$ cat config.mk
export PLATFORM = sky130hd
export DESIGN_NAME = audclk_monitor
export DESIGN_NICKNAME = d
export VERILOG_FILES = /design/src/rtl/audclk_mon_pkg.sv /design/src/rtl/audclk_edge_sync.sv /design/src/rtl/audclk_halt_timer.sv /design/src/rtl/audclk_frame_meter.sv /design/src/rtl/audclk_monitor.sv
export SDC_FILE = /design/constraint.sdc
export NUM_CORES = 1
export LEC_CHECK = 0
export ABC_CLOCK_PERIOD_IN_PS = 4400
export BUFFER_PORTS_ARGS = -buffer_cell sky130_fd_sc_hd__buf_4
export CAP_MARGIN = 15
export CORE_MARGIN = 2
export CORE_UTILIZATION = 55
export CTS_BUF_LIST = sky130_fd_sc_hd__clkbuf_2
export DETAILED_ROUTE_END_ITERATION = 8
export GPL_ROUTABILITY_DRIVEN = 1
export GPL_TIMING_DRIVEN = 0
export PLACE_DENSITY = 0.82
export SETUP_SLACK_MARGIN = 0.02
export SLEW_MARGIN = 40
export SYNTH_ARGS = -nofsm -noshare
export SYNTH_HDL_FRONTEND = slang
export SYNTH_SLANG_ARGS = --single-unit
$ cat constraint.sdc
create_clock -name clk_ref -period 4.4 [get_ports clk_ref]
set_clock_uncertainty 0.05 [all_clocks]
set_input_delay 0.88 -clock clk_ref [delete_from_list [all_inputs] [get_ports clk_ref]]
set_output_delay 0.88 -clock clk_ref [all_outputs]
set_load 0.03 [all_outputs]
$ cat src/rtl/audclk_mon_pkg.sv
package audclk_mon_pkg;

  typedef enum logic [1:0] {
    ST_IDLE  = 2'd0,
    ST_RUN   = 2'd1,
    ST_FAULT = 2'd2
  } mon_state_e;

  localparam int unsigned NUM_RATES = 5;

  function automatic longint unsigned std_rate_hz(input int unsigned idx);
    case (idx)
      0:       return 64'd32000;
      1:       return 64'd44100;
      2:       return 64'd48000;
      3:       return 64'd88200;
      default: return 64'd96000;
    endcase
  endfunction

  function automatic longint unsigned win_margin(input longint unsigned nom,
                                                 input int unsigned tol_ppt);
    return (nom * tol_ppt) / 1000;
  endfunction

endpackage

$ cat src/rtl/audclk_edge_sync.sv
module audclk_edge_sync #(
  parameter int unsigned STAGES = 2
) (
  input  logic clk,
  input  logic rst_n,
  input  logic async_in,
  output logic edge_any,
  output logic edge_rise
);
  logic [STAGES:0] pipe;

  always_ff @(posedge clk or negedge rst_n) begin
    if (!rst_n) pipe <= '0;
    else        pipe <= {pipe[STAGES-1:0], async_in};
  end

  assign edge_rise = pipe[STAGES-1] & ~pipe[STAGES];
  assign edge_any  = pipe[STAGES-1] ^ pipe[STAGES];
endmodule

$ cat src/rtl/audclk_halt_timer.sv
module audclk_halt_timer #(
  parameter int unsigned CNT_W = 16
) (
  input  logic             clk,
  input  logic             rst_n,
  input  logic             arm,
  input  logic             edge_seen,
  input  logic [CNT_W-1:0] limit,
  output logic             halted
);
  logic [CNT_W-1:0] idle_cnt;

  always_ff @(posedge clk or negedge rst_n) begin
    if (!rst_n)                 idle_cnt <= '0;
    else if (!arm || edge_seen) idle_cnt <= '0;
    else if (idle_cnt < limit)  idle_cnt <= idle_cnt + 1'b1;
  end

  // an edge in this very cycle ends the halt at once
  assign halted = arm && !edge_seen && (idle_cnt >= limit);
endmodule

$ cat src/rtl/audclk_frame_meter.sv
module audclk_frame_meter
  import audclk_mon_pkg::*;
#(
  parameter longint unsigned REF_HZ         = 49_152_000,
  parameter int unsigned     TOL_PPT        = 20,
  parameter int unsigned     MIN_RATIO_LOG2 = 5,
  parameter int unsigned     NUM_RATIOS     = 4,
  parameter int unsigned     REF_CNT_W      = 13,
  parameter int unsigned     BCK_CNT_W      = 10
) (
  input  logic clk,
  input  logic rst_n,
  input  logic arm,
  input  logic restart,
  input  logic bck_rise,
  input  logic fck_rise,
  output logic frame_done,
  output logic ratio_ok,
  output logic rate_ok
);
  logic [REF_CNT_W-1:0]  ref_cnt;
  logic [BCK_CNT_W-1:0]  bck_cnt;
  logic                  primed;
  logic [NUM_RATES-1:0]  rate_hit;
  logic [NUM_RATIOS-1:0] ratio_hit;

  always_ff @(posedge clk or negedge rst_n) begin
    if (!rst_n) begin
      ref_cnt <= '0;
      bck_cnt <= '0;
      primed  <= 1'b0;
    end else if (!arm || restart) begin
      ref_cnt <= '0;
      bck_cnt <= '0;
      primed  <= 1'b0;
    end else if (fck_rise) begin
      ref_cnt <= REF_CNT_W'(1);
      bck_cnt <= bck_rise ? BCK_CNT_W'(1) : '0;
      primed  <= 1'b1;
    end else begin
      if (!(&ref_cnt))           ref_cnt <= ref_cnt + 1'b1;
      if (bck_rise && !(&bck_cnt)) bck_cnt <= bck_cnt + 1'b1;
    end
  end

  for (genvar g = 0; g < NUM_RATES; g++) begin : g_rate
    localparam longint unsigned NOM  = REF_HZ / std_rate_hz(g);
    localparam longint unsigned MARG = win_margin(NOM, TOL_PPT);
    localparam longint unsigned LO   = NOM - MARG;
    localparam longint unsigned HI   = NOM + MARG;
    assign rate_hit[g] = (ref_cnt >= REF_CNT_W'(LO)) && (ref_cnt <= REF_CNT_W'(HI));
  end

  for (genvar g = 0; g < NUM_RATIOS; g++) begin : g_ratio
    localparam longint unsigned RATIO = 64'd1 << (MIN_RATIO_LOG2 + g);
    assign ratio_hit[g] = (bck_cnt == BCK_CNT_W'(RATIO));
  end

  assign frame_done = arm && !restart && fck_rise && primed;
  assign ratio_ok   = |ratio_hit;
  assign rate_ok    = |rate_hit;
endmodule

$ cat src/rtl/audclk_monitor.sv
module audclk_monitor
  import audclk_mon_pkg::*;
#(
  parameter longint unsigned REF_HZ         = 49_152_000,
  parameter int unsigned     TOL_PPT        = 20,
  parameter int unsigned     NCH            = 2,
  parameter int unsigned     HALT_W         = 16,
  parameter int unsigned     SYNC_STAGES    = 2,
  parameter int unsigned     MIN_RATIO_LOG2 = 5,
  parameter int unsigned     NUM_RATIOS     = 4,
  parameter int unsigned     RELEASE_FRAMES = 2
) (
  input  logic              clk_ref,
  input  logic              rst_n,
  input  logic              play_en,
  input  logic              bclk_in,
  input  logic              fclk_in,
  input  logic [HALT_W-1:0] halt_cycles,
  input  logic [NCH-1:0]    chan_hiz_req,
  output logic              clk_err,
  output logic [NCH-1:0]    chan_hiz
);
  localparam longint unsigned MAX_FRAME = (REF_HZ / 32000) * 2;
  localparam int unsigned REF_CNT_W = $clog2(MAX_FRAME + 1);
  localparam int unsigned BCK_CNT_W = MIN_RATIO_LOG2 + NUM_RATIOS + 1;
  localparam int unsigned GOOD_W    = $clog2(RELEASE_FRAMES + 1);

  // index 0: bit clock, index 1: frame clock
  logic [1:0] raw_clk, edge_any, edge_rise, halted;
  logic       any_halt, frame_done, ratio_ok, rate_ok, frame_good, trip;
  mon_state_e state, state_d;
  logic [GOOD_W-1:0] good_cnt, good_d;

  assign raw_clk = {fclk_in, bclk_in};

  for (genvar g = 0; g < 2; g++) begin : g_clk
    audclk_edge_sync #(.STAGES(SYNC_STAGES)) u_sync (
      .clk      (clk_ref),
      .rst_n    (rst_n),
      .async_in (raw_clk[g]),
      .edge_any (edge_any[g]),
      .edge_rise(edge_rise[g])
    );
    audclk_halt_timer #(.CNT_W(HALT_W)) u_halt (
      .clk      (clk_ref),
      .rst_n    (rst_n),
      .arm      (play_en),
      .edge_seen(edge_any[g]),
      .limit    (halt_cycles),
      .halted   (halted[g])
    );
  end

  assign any_halt = |halted;

  audclk_frame_meter #(
    .REF_HZ        (REF_HZ),
    .TOL_PPT       (TOL_PPT),
    .MIN_RATIO_LOG2(MIN_RATIO_LOG2),
    .NUM_RATIOS    (NUM_RATIOS),
    .REF_CNT_W     (REF_CNT_W),
    .BCK_CNT_W     (BCK_CNT_W)
  ) u_meter (
    .clk       (clk_ref),
    .rst_n     (rst_n),
    .arm       (play_en),
    .restart   (any_halt),
    .bck_rise  (edge_rise[0]),
    .fck_rise  (edge_rise[1]),
    .frame_done(frame_done),
    .ratio_ok  (ratio_ok),
    .rate_ok   (rate_ok)
  );

  assign frame_good = ratio_ok && rate_ok;
  assign trip       = any_halt || (frame_done && !frame_good);

  always_comb begin
    state_d = state;
    good_d  = good_cnt;
    if (!play_en) begin
      state_d = ST_IDLE;
      good_d  = '0;
    end else begin
      case (state)
        ST_IDLE: state_d = ST_RUN;
        ST_RUN: begin
          if (trip) begin
            state_d = ST_FAULT;
            good_d  = '0;
          end
        end
        ST_FAULT: begin
          if (trip) begin
            good_d = '0;
          end else if (frame_done) begin
            if (good_cnt == GOOD_W'(RELEASE_FRAMES - 1)) begin
              state_d = ST_RUN;
              good_d  = '0;
            end else begin
              good_d = good_cnt + 1'b1;
            end
          end
        end
        default: state_d = ST_IDLE;
      endcase
    end
  end

  always_ff @(posedge clk_ref or negedge rst_n) begin
    if (!rst_n) begin
      state    <= ST_IDLE;
      good_cnt <= '0;
    end else begin
      state    <= state_d;
      good_cnt <= good_d;
    end
  end

  assign clk_err  = (state == ST_FAULT);
  assign chan_hiz = chan_hiz_req | {NCH{clk_err}};
endmodule

==> impl_metrics.py <==
metrics = {
    "final_layout": {
        "multi_input_area_sq_um": 2550,
        "register_area_sq_um": 1630,
        "antenna_cells": 0,
        "drive_above_1_share_pct": 10.5,
        "nNetsFinal": 594,
        "syn_to_final_growth_pct": 10.4,
        "stdcell_area_sq_um": 4820,
        "n_fill_cell": 634,
    },
    "setup_path": {
        "crit_fanout": 10,
        "reg2reg_setup_slack_ns": 1.52,
        "required_ns": 4.79,
        "cp-startpoint": "halt_cycles[14]",
        "crit_type": "input port to flip-flop",
        "worst_r2r_startpoint": "g_clk[1].u_halt.idle_cnt[13]$_DFFE_PN0P_",
        "worst-r2r-cell-count": 8,
        "critPathLaunchType": "input port",
        "timing.rr.end": "g_clk[1].u_halt.idle_cnt[12]$_DFFE_PN0P_",
        "cp-end-kind": "flip-flop",
        "worstPathArrival_ns": 3.31,
        "critPathCapture": "g_clk[1].u_halt.idle_cnt[12]$_DFFE_PN0P_",
    },
    "pwr": {
        "p_int_uw": 844,
        "power_frac_clock_pct": 36.4,
        "power.density_nw_per_um2": 240,
        "switching_share_pct": 27.2,
        "ir_worst_vdd_v": 0.000172,
        "power_leakage_nw": 2.17,
        "p_sw_uw": 316,
        "power.share.sequential_pct": 53.3,
        "pwr-share-comb_pct": 10.4,
    },
    "floorplanning": {
        "ios": 26,
        "die-area_sq_um": 8680,
        "die_h_um": 93.1,
        "die_x_um": 93.1,
        "num_rows": 32,
        "core_sq_um": 7730,
        "start_util_pct": 56.6,
    },
    "placement": {
        "port_buffers": 25,
        "gp_congestion": 0.880,
        "dp_hpwl_um": 7210,
        "placed_cell_area_sq_um": 4690,
    },
    "logic_synthesis": {
        "ys_ff_latch": 65,
        "synth_top_family_by_area": "simple AND/OR/NAND/NOR gates",
        "syn_avg_cell_area_sq_um": 8.85,
        "synthSimpleGateAreaFrac_pct": 24.6,
        "synth.distinct_cells": 54,
        "synth_fa_ha_area_share_pct": 11.7,
        "yosysSeqAreaShare_pct": 37.2,
        "synthMuxAreaShare_pct": 1.37,
        "syn_area_sq_um": 4370,
        "syn-num-nets": 558,
        "syn_inst": 494,
        "synth-main-ff-cell": "dfrtp_1",
        "synth-compound-area-share_pct": 14.5,
        "synth_xor_area_share_pct": 6.01,
        "yosys_warnings": 0,
        "async_flop_share_pct": 100,
        "synth-edff-count": 0,
    },
    "outcome": {
        "outcome": "finished clean",
    },
    "global_routing": {
        "track_usage_pct": 24.9,
        "antenna_found_initial": 0,
        "grt-ovfl-total": 0,
        "grt_pass1_vias": 3742,
        "grt_pass1_wl_um": 17300,
        "grt_max_degree": 66,
    },
    "clocking": {
        "cts_num_sinks": 65,
        "htreeDepth": 3,
        "ctsRootBufferMaster": "clkbuf_2",
        "cts.clk_slew.worst_paths_ns": 0.22,
        "cts-buffers-inserted": 9,
        "cts_tree": "built",
        "clk_latency_ns": 0.53,
        "post-cts-setup-buffer-count": 0,
        "clockBufferDepth": 2,
        "cts_hold_buffers": 0,
        "cts_resized": 0,
    },
    "sta": {
        "fin_setup_tns_ns": 0,
        "period_minus_slack_ns": 2.92,
        "tightest_slew_ns": 0.748,
        "max_freq_mhz": 342,
        "slew_violations": 0,
        "setup_viol": 0,
        "rsz0062_at_grt": "false",
        "hold_viol": 0,
        "slew_headroom_pct": 50.0,
        "finalCritPeriodShare_pct": 66.4,
    },
    "route": {
        "drt_pass1_iterations": 5,
        "drcViolationCount": 0,
        "wl_um": 10100,
        "wl_per_cell_um": 15.8,
        "vias": 3878,
        "postRouteAntennaNets": 0,
        "first_iter_violations": 404,
        "viasPerCell": 6.09,
    },
    "run": {
        "drv_cap": 0,
    },
    "hold_path": {
        "min_path_type": "input port to asynchronous set/reset pin",
    },
}
-- per-stage QoR --
step / hold slack (ns) / total power [mW] / setup WS [ns] / util, % / instances
5_1_grt: 0.267 / 1.21 / 1.33 / 62.4 / 637
6_report: 0.222 / 1.16 / 1.48 / 62.4 / 637
2_1_floorplan: 0.281 / 0.695 / 1.45 / - / 494
4_1_cts: 0.344 / 1.17 / 1.54 / 62.4 / 637
3_3_place_gp: 0.296 / 0.741 / 1.02 / 60.6 / 621
3_5_place_dp: 0.307 / 0.747 / 0.972 / 60.6 / 621
-- registers in the layout, summed over array words and instances, names as in the netlist --
name	cells
g_clk.u_halt.idle_cnt	32
g_clk.u_sync.pipe	6
u_meter.ref_cnt	12
state	2
u_meter.primed	1
good_cnt	2
u_meter.bck_cnt	10
-- area by class of cell --
cell class | count | area share [%]
multi-input combinational | 378 | 52.8
sequential | 65 | 33.7
timing repair buffer | 25 | 3.97
tap | 102 | 2.65
inverter | 31 | 2.41
buffer | 20 | 1.69
clock inverter | 5 | 1.66
clock buffer | 11 | 1.14
-- logic make-up after synthesis --
| kind of cell | Yosys count |
|---|---|
| simple gates | 206 |
| compound gates | 95 |
| flops | 65 |
| buf+inv | 51 |
| fa+ha+maj | 41 |
| xor+xnor | 30 |
| mux | 6 |
-- synthesized netlist by cell type, types with 2 or more instances --
master	instances	area share, %
a211oi_2	2	0.57
nor2b_1	4	0.57
inv_1	31	2.7
and2_1	2	0.29
ha_1	41	12
o31ai_1	6	1.0
o21ai_0	14	1.6
o21ai_1	2	0.23
nor2_1	51	4.4
nand3_1	15	1.7
mux2i_1	6	1.4
a31oi_1	8	1.1
xnor2_1	17	3.4
and4_1	3	0.60
nand4_1	26	3.7
nor3b_1	2	0.34
or3_1	5	0.72
nor3_1	11	1.3
nor4_1	7	1.0
o21a_1	5	0.86
o311ai_0	3	0.60
clkbuf_1	15	1.3
or4_1	8	1.4
dfrtp_1	65	37
a21boi_1	2	0.34
nand2b_1	11	1.6
nand4b_1	3	0.60
a211oi_1	3	0.52
a21oi_1	29	3.3
o211ai_1	2	0.34
xor2_1	13	2.6
a211o_1	2	0.40
and3_1	11	1.6
nand3_2	3	0.69
o41ai_1	3	0.60
nand2_1	41	3.5
buf_2	5	0.57
-- layout by cell type (no fill, tap or decap), types with 7 or more instances in the layout --
cell type / instances
a31oi_1: 8
nor4_1: 7
clkbuf_2: 11
nand4_1: 26
nor2_1: 51
ha_1: 41
buf_4: 24
xor2_1: 13
o21ai_0: 14
xnor2_1: 17
and3_1: 11
inv_1: 31
dfrtp_1: 65
or4_1: 8
nor3_1: 11
clkbuf_1: 15
a21oi_1: 29
nand2_1: 41
nand3_1: 15
nand2b_1: 11
-- critical path, cell delays in order --
cell and delay, ns:
buf_4 0.08, inv_1 0.05, ha_1 0.34, a21oi_1 0.16
a21boi_1 0.11, a211oi_2 0.65, nand3_2 0.19, buf_2 0.22
or4_1 0.47, a21oi_1 0.16
-- routing by layer --
metal	up-vias	wire length, um	track usage (%)
li1	1859	-	-
met1	1855	4510	33.2
met2	153	4810	41.4
met3	11	612	4.92
met4	0	124	6.86
met5	-	0	0
-- worst min path at each step --
stage,slack (ns),cells after the start,from,to
finish,0.22,1,rst_n,g_clk[1].u_halt.idle_cnt[1]$_DFFE_PN0P_
global route,0.27,1,rst_n,g_clk[1].u_halt.idle_cnt[6]$_DFFE_PN0P_
CTS,0.34,0,g_clk[0].u_sync.pipe[0]$_DFF_PN0_,g_clk[0].u_sync.pipe[1]$_DFF_PN0_
detailed placement,0.31,0,g_clk[0].u_sync.pipe[0]$_DFF_PN0_,g_clk[0].u_sync.pipe[1]$_DFF_PN0_
global placement,0.30,0,g_clk[1].u_sync.pipe[0]$_DFF_PN0_,g_clk[1].u_sync.pipe[1]$_DFF_PN0_
floorplan,0.28,0,g_clk[0].u_sync.pipe[0]$_DFF_PN0_,g_clk[0].u_sync.pipe[1]$_DFF_PN0_
-- power groups by stage --
stage / registers [mW] / clock network, mW / logic [mW]
final: 0.618 / 0.422 / 0.120
after global routing: 0.619 / 0.455 / 0.137
after CTS: 0.617 / 0.430 / 0.121
after detailed placement: 0.628 / 0 / 0.119
after global placement: 0.628 / 0 / 0.113
after floorplan: 0.625 / 0 / 0.0696
Power figures use the tool's default switching activity.
